[src/rtl/sync_clk_divider_pkg.sv]
package sync_clk_divider_pkg;
  typedef enum logic [1:0] {
    CH_HOLD  = 2'd0,
    CH_DELAY = 2'd1,
    CH_RUN   = 2'd2
  } ch_state_t;
endpackage

[src/rtl/scd_sync_detect.sv]
module scd_sync_detect (
  input  logic clk,
  input  logic rst_n,
  input  logic req_async,
  output logic req_lvl,
  output logic sync_pulse,
  output logic sync_busy
);
  logic s1_q, s2_q, s3_q;

  always_ff @(posedge clk or negedge rst_n) begin
    if (!rst_n) begin
      s1_q       <= 1'b0;
      s2_q       <= 1'b0;
      s3_q       <= 1'b0;
      sync_pulse <= 1'b0;
    end else begin
      s1_q       <= req_async;
      s2_q       <= s1_q;
      s3_q       <= s2_q;
      sync_pulse <= s3_q & ~s2_q;
    end
  end

  assign req_lvl   = s2_q;
  assign sync_busy = s2_q | s3_q | sync_pulse;
endmodule

[src/rtl/scd_channel.sv]
module scd_channel
  import sync_clk_divider_pkg::*;
#(
  parameter int DLY_W   = 8,
  parameter int DIV_W   = 10,
  parameter int MAX_DIV = 512
) (
  input  logic             clk,
  input  logic             rst_n,
  input  logic             en,
  input  logic             hold,
  input  logic             start,
  input  logic             skip_dly,
  input  logic [DLY_W-1:0] dly_in,
  input  logic [DIV_W-1:0] ratio_in,
  output logic             out,
  output logic             in_delay
);
  localparam logic [DIV_W-1:0] MAXR = DIV_W'(MAX_DIV);

  ch_state_t        st;
  logic [DIV_W-1:0] r_eff, last_q, hi_q, pcnt, pnxt;
  logic [DLY_W-1:0] d_eff, dcnt;

  always_comb begin
    if (ratio_in == '0)      r_eff = DIV_W'(1);
    else if (ratio_in > MAXR) r_eff = MAXR;
    else                      r_eff = ratio_in;
    d_eff = skip_dly ? '0 : dly_in;
    pnxt  = (pcnt == last_q) ? '0 : pcnt + DIV_W'(1);
  end

  always_ff @(posedge clk or negedge rst_n) begin
    if (!rst_n) begin
      st     <= CH_HOLD;
      out    <= 1'b0;
      dcnt   <= '0;
      pcnt   <= '0;
      last_q <= '0;
      hi_q   <= DIV_W'(1);
    end else if (!en || hold) begin
      st  <= CH_HOLD;
      out <= 1'b0;
    end else if (start) begin
      last_q <= r_eff - DIV_W'(1);
      hi_q   <= (r_eff + DIV_W'(1)) >> 1;
      pcnt   <= '0;
      if (d_eff == '0) begin
        st  <= CH_RUN;
        out <= 1'b1;
      end else begin
        st   <= CH_DELAY;
        dcnt <= d_eff;
        out  <= 1'b0;
      end
    end else begin
      case (st)
        CH_DELAY: begin
          if (dcnt == DLY_W'(1)) begin
            st   <= CH_RUN;
            pcnt <= '0;
            out  <= 1'b1;
          end else begin
            dcnt <= dcnt - DLY_W'(1);
          end
        end
        CH_RUN: begin
          pcnt <= pnxt;
          out  <= (pnxt < hi_q);
        end
        default: out <= 1'b0;
      endcase
    end
  end

  assign in_delay = (st == CH_DELAY);
endmodule

[src/rtl/sync_clk_divider.sv]
module sync_clk_divider #(
  parameter int NUM_CH  = 5,
  parameter int DLY_W   = 8,
  parameter int DIV_W   = 10,
  parameter int MAX_DIV = 512
) (
  input  logic                    clk,
  input  logic                    rst_n,
  input  logic                    sync_pin,
  input  logic                    sw_sync,
  input  logic                    ref_align,
  input  logic [NUM_CH-1:0]       ch_en,
  input  logic [NUM_CH*DLY_W-1:0] ch_delay,
  input  logic [NUM_CH*DIV_W-1:0] ch_ratio,
  output logic [NUM_CH-1:0]       clk_out,
  output logic                    busy
);
  logic              req_lvl, sync_pulse, sync_busy;
  logic [NUM_CH-1:0] in_dly;

  scd_sync_detect u_det (
    .clk        (clk),
    .rst_n      (rst_n),
    .req_async  (sync_pin | sw_sync),
    .req_lvl    (req_lvl),
    .sync_pulse (sync_pulse),
    .sync_busy  (sync_busy)
  );

  for (genvar i = 0; i < NUM_CH; i++) begin : g_ch
    scd_channel #(
      .DLY_W   (DLY_W),
      .DIV_W   (DIV_W),
      .MAX_DIV (MAX_DIV)
    ) u_ch (
      .clk      (clk),
      .rst_n    (rst_n),
      .en       (ch_en[i]),
      .hold     (req_lvl),
      .start    (sync_pulse),
      .skip_dly ((i == 0) ? ref_align : 1'b0),
      .dly_in   (ch_delay[i*DLY_W +: DLY_W]),
      .ratio_in (ch_ratio[i*DIV_W +: DIV_W]),
      .out      (clk_out[i]),
      .in_delay (in_dly[i])
    );
  end

  assign busy = sync_busy | (|in_dly);
endmodule

[config.mk]
export PLATFORM = sky130hd
export DESIGN_NAME = sync_clk_divider
export DESIGN_NICKNAME = d
export VERILOG_FILES = /design/src/rtl/sync_clk_divider_pkg.sv /design/src/rtl/scd_sync_detect.sv /design/src/rtl/scd_channel.sv /design/src/rtl/sync_clk_divider.sv
export SDC_FILE = /design/constraint.sdc
export NUM_CORES = 1
export LEC_CHECK = 0
export CAP_MARGIN = 20
export CORE_MARGIN = 3
export CORE_UTILIZATION = 60
export DETAILED_ROUTE_END_ITERATION = 8
export GPL_TIMING_DRIVEN = 0
export PLACE_DENSITY = 0.79
export RECOVER_POWER = 50
export SYNTH_ARGS = -nofsm -noshare
export SYNTH_HDL_FRONTEND = slang
export SYNTH_SLANG_ARGS = --single-unit
[constraint.sdc]
create_clock -name clk -period 3.25 [get_ports clk]
set_input_delay 0.8125 -clock clk [delete_from_list [all_inputs] [get_ports clk]]
set_output_delay 0.8125 -clock clk [all_outputs]
set_load 0.05 [all_outputs]
After elaboration in Yosys (flattened, before gate mapping):

Index checks and enable logic that the tools add are counted.

* reduce and logical (&&, ||, !) cells: 61
* equality and inequality tests: 40
* multiplexer cells: 101
* add/subtract/negate cells: 20
* magnitude comparators: 10
* bitwise logic cells: 11

Operators by type and width (count)
* $mux 10: 25
* $mux 8: 21
* $add 10x1->10 const B: 10
* $pmux 10 s2: 5
* $eq 10x10->1: 5
* $gt 10x10->1 const B: 5
* $logic_not 10->1: 5
* $lt 10x9->1: 5
* $mux 2: 25
* $sub 10x1->10 const B: 5
* $reduce_bool 3->1: 15
* $eq 8x1->1 const B: 5
* $logic_not 8->1: 5
* $sub 8x1->8 const B: 5
* $mux 1: 20
* $ne 2x2->1 const B: 10
* $ne 4x4->1 const B: 5
* $reduce_and 2->1: 10
* $reduce_and 4->1: 5
* $ne 3x3->1 const B: 5
* $reduce_and 3->1: 5
* $eq 2x1->1 const B: 5
* $eq 2x2->1 const B: 5
* $pmux 1 s2: 5
* 7 further kinds: 27

* register bits: 204
* word-level logic and storage cells: 277
* input port bits: 100
* output and inout bits: 6

Depth between registers and ports, before layout:

* depth after elaboration: 6
* gate-level depth with buffers: 13
* gate-level depth less buffers: 11

Hierarchy:

A second synthesis with hierarchy kept.

* cell total of the unflattened synthesis: 1639
* area, all modules: 14244.9 um^2

Modules (own cells, without submodules)
* scd_channel (g_ch[2].u_ch ...): cells each 343, times used 2, area an instance 2870.3 um^2, seq. area each 1002.2 um^2
* scd_channel (g_ch[0].u_ch ...): cells each 317, times used 2, area an instance 2808.9 um^2, seq. area each 1002.2 um^2
* scd_channel (g_ch[4].u_ch): cells each 308, times used 1, area an instance 2750.1 um^2, seq. area each 1002.2 um^2
* scd_sync_detect: cells each 6, times used 1, area an instance 112.6 um^2, seq. area each 100.1 um^2
* sync_clk_divider: cells each 5, times used 1, area an instance 23.8 um^2, seq. area each 0.0 um^2

Least setup slack after synthesis:

Ideal clock, no wire load.

* path type: input to register
* from: input ch_ratio[13]
* to: register g_ch[1].u_ch.hi_q[7]
* arrival time: 3.066 ns
* stages: 10
* path buffers: 1
* setup time: 0.121 ns
* setup slack: 0.063 ns
* data required time: 3.129 ns
* cell sequence: clkbuf_1 > nor4_1 > nand2_1 > nor3_1 > o21ba_2 > ha_1 > nand3_1 > or4_1 > xnor2_1 > a22o_1

* word-level cells in the longest chain between the ends: 4
* elaborated cells on any way between the ends: 5
* those cells by class: add/sub: 1; order compare: 1; mux: 2; reduce/logical: 1

Ends and longest elaborated chain
* from (decl): line sync_clk_divider.sv:14 `input logic [NUM_CH*DIV_W-1:0] ch_ratio,`
* $gt 10x10->1: line scd_channel.sv:27 `else if (ratio_in > MAXR) r_eff = MAXR;`
* $mux 10: line scd_channel.sv:27
* $mux 10 (*): line scd_channel.sv:26 `if (ratio_in == '0) r_eff = DIV_W'(1);`
* $add 10x1->10 (*): line scd_channel.sv:46 `hi_q <= (r_eff + DIV_W'(1)) >> 1;`
* to (signal assigned): line scd_channel.sv:46
* to (decl): line scd_channel.sv:22 `logic [DIV_W-1:0] r_eff, last_q, hi_q, pcnt, pnxt;`

Every way passes the cells marked *; elsewhere a longest branch is shown, timed or not.
A chain may end at the register's enable or synchronous reset.

Final worst setup path:

* from: register u_det.sync_pulse
* to: output busy

* word-level cells in the longest chain between the ends: 2

Ends and longest elaborated chain
* from (decl): line scd_sync_detect.sv:6 `output logic sync_pulse,`
* from (signal assigned): line scd_sync_detect.sv:21 `sync_pulse <= s3_q & ~s2_q;`
* $or 1x1->1: line scd_sync_detect.sv:26 `assign sync_busy = s2_q | s3_q | sync_pulse;`
* $or 1x1->1: line sync_clk_divider.sv:49 `assign busy = sync_busy | (|in_dly);`
* to (decl): line sync_clk_divider.sv:16 `output logic busy`

Every way passes these cells.

==> impl_metrics.toml <==
[synthesis]
postSynthRegisterBits = 204
synthDominantAreaCellType = "dfrtp_1"
syn_inst = 1647
synthesis.area_per_instance_um2 = 8.48
synth-compound-area-share_pct = 19.8
synth-edff-count = 0
yosysWarnings = 0
synth-adder-area-share_pct = 6.72
synth_area_leaders = "dfrtp_1, ha_1, xnor2_1, nand2_1, nor2_1"
synth.yosys.seq_area_share_pct = 36.6
post-synth-top-area-fraction_pct = 35.6
synth.cell_area_um2 = 14000
mappedNetlistNets = 1822
post_synth_and_or_nand_nor_area_fraction_pct = 21.7
synth_cell_type_count = 79
post_synth_xor_area_fraction_pct = 8.46
synth-main-ff-cell = "dfrtp_1"
synthMuxAreaShare_pct = 0.743
synth_top_family_by_area = "simple AND/OR/NAND/NOR gates"
asyncSetResetFlopFracSynth_pct = 100
post-synth-top-count-cell = "dfrtp_1"
synth.top_cells.by_count = "dfrtp_1, nand2_1, nor2_1"

[critical_path]
timing.critical_path.from = "u_det.sync_pulse"
critical_path_class = "flop to output pin"
critical_path.top_delay_family = "buffers and inverters"
critical-path-slowest-cell = "dlygate4sd2_1"
worst-r2r-cell-count = 13
crit_arrival_ns = 2.33
cp-start-kind = "flop"
cp_data_required_time_ns = 2.44
worst-path-max-fanout = 28
critical_path.max_stage_delay_ns = 0.45
worst-path-stages = 5
setup.worst_path.end_class = "output pin"
path_buf_inv = 3
worst_case_register_to_register_setup_slack_ns = 0.15
worstReg2RegStart = "g_ch[0].u_ch.pcnt[6]"
cp_cell_sequence = "buf_6 -> clkbuf_4 -> nor4_2 -> nand2_1 -> dlygate4sd2_1"

[grt]
grt_start_max_net_pins = 108
vias_in_the_first_global_route = 12460
antenna_violations_before_repair = 2
first_pass_grt_wire_length_mm = 60.9
globalRouteTotalUtil_pct = 29.1
overflow = 0

[timing]
max_slew_margin_pct = -67.4
layout_setup_ws_ns = 0.111
setup_viol_count_final = 0
timing.final.max_slew_violations = 98
final.setup.tns_ns = 0
setup_repair_after_global_routing_missed_its_margin = "yes"
hold-worst-slack_ns = 0.407
timing.fmax_mhz = 319
timing.final.crit_period_ns = 3.14
worstMarginPinSlew_ns = 2.51
timing.clock.skew_ns = 0.00914
hold_violation_count_in_the_final_report = 0
period_share_pct = 96.6

[hold_path]
min_path_type = "flop to flop"
whs_path_depth = 0
worstHoldStart = "u_det.s1_q"

[routing]
via_per_inst = 6.08
dr_iter_0_viols = 951
total_number_of_vias = 12759
wirelength_mm = 36.5
router_iterations_before_antenna_repair = 5
routedWlPerCell_um = 17.4
drc = 0
drtAntennaViolNets = 0

[layout]
flow.area_growth_from_synthesis_pct = 16.1
utilization_pct = 71.2
nets = 1940
fraction_of_layout_instances_using_a_drive_strength_above_1_pct = 5.95

[clock_tree]
cts_tree = "built"
cts_num_sinks = 204
ctsHtreeMaxLevel = 1
cts.path.max_buffers = 3
cts.root.buffer_cell = "clkbuf_16"
clk_pin_slew_ns = 0.06
cts-buffers-inserted = 24
clk-insertion-delay-late_ns = 0.52

[power]
power.ir.vdd_worst_mv = 0.338
leakage_nw = 6.88
design_power_total_mw = 7.62
power_density_nw_per_um2 = 470

[floorplan]
dieHeight_um = 159
die-area_um2 = 25200
io-pin-count = 106
die_width_um = 159
core_um2 = 22800
initial_utilization_pct = 61.3
core.rowCount = 55

[placement]
numPortBuffers = 90
routabilityCongestion = 0.918
hpwl_mm = 26.9
pre_cts_slack_ns = -0.682

[outcome]
run_status = "finished with violations"
violations_in_the_final_reports = "max-capacitance violations, max-slew violations"

[flow_run]
maxCapViolCount = 1
-- worst register-to-register path, delay by kind of cell, from the launching register on --
kind,cells,cell delay (ns)
buf+inv,3,0.55
flops,1,0.35
simple gates,4,0.66
xor+xnor,1,0.23
compound gates,4,0.97
fa+ha+maj,1,0.26
-- area by class of cell --
cell class	count	area, um2
inverters	109	409
clock buffers	37	721
fillers	1848	6560
multi-input cells	1238	8100
flip-flops and latches	204	5110
repair buffers	100	990
well taps	313	392
diodes	2	5.00
clock inverters	6	80.1
plain buffers	88	404
-- stage by stage --
stage               instances  cell area [um2]
floorplan                1647            14000
global placement         2050            15300
detailed placement       2051            15300
CTS                      2093            16100
global route             2095            16200
finish                   2097            16200
-- placed cells by master, fill, tap and decap left out, drive strengths merged, types with 20 or more instances in the layout --
cell type      synthesis  routed
inv                  109     109
dfrtp                199     199
nor3                  34      34
a22o                  29      29
buf                   14      23
ha                    75      75
nor2b                 35      35
nand4                 26      26
nand2                159     159
clkbuf                82     113
nor4                  34      34
xor2                  56      56
nand3                 64      64
nor2                 137     137
a21oi                 67      67
o21ai                104     104
a31oi                 36      36
xnor2                 79      79
clkdlybuf4s50          0      86
nand2b                20      20
-- sequential cells by signal, indices dropped and copies added, names as in the netlist --
| name | flops |
|---|---|
| g_ch.u_ch.last_q | 50 |
| g_ch.u_ch.hi_q | 45 |
| u_det.s1_q | 1 |
| u_det.sync_pulse | 1 |
| g_ch.u_ch.dcnt | 40 |
| g_ch.u_ch.pcnt | 50 |
| u_det.s3_q | 1 |
| g_ch.u_ch.st | 10 |
| u_det.req_lvl | 1 |
| g_ch.u_ch.out | 5 |
-- layer usage --
layer / routed length [um] / up-vias / track usage (%)
met5: 25 / - / 0
met1: 16300 / 6149 / 40.6
met3: 2130 / 71 / 4.16
li1: - / 6149 / -
met4: 906 / 4 / 8.60
met2: 17100 / 386 / 47.4
-- logic make-up (layout without fill, tap and decap cells) --
kind of cell / Yosys count / after routing
xor gates and xnor gates: 135 / 135
DFF: 204 / 204
other: 0 / 2
AOI/OAI and AO/OA: 411 / 411
adders and majority gates: 75 / 75
buffers and inverters: 205 / 340
and+or+nand+nor: 607 / 607
muxes: 10 / 10
-- repair_timing --
item	4_1_cts	5_1_grt
pin swaps	2	4
endpoints found under the setup margin	5	12
resized for setup	7	17
hold buffers	0	0
buffers inserted	1	7
-- power by group --
part           total (mW)  switching (mW)  leakage (nW)  internal, mW
clock network        2.75            1.07         0.396          1.68
registers            3.19           0.295          2.56          2.89
logic                1.68           0.948          3.93         0.731
-- path summary, 6_finish.rpt --
path	endpoint
setup / recovery	busy
hold / removal	u_det.req_lvl
setup reg to reg	g_ch[0].u_ch.out
hold reg to reg	u_det.req_lvl
max in group asynchronous	g_ch[2].u_ch.pcnt[6]
min in group asynchronous	g_ch[0].u_ch.pcnt[5]
Power figures use the tool's default switching activity.
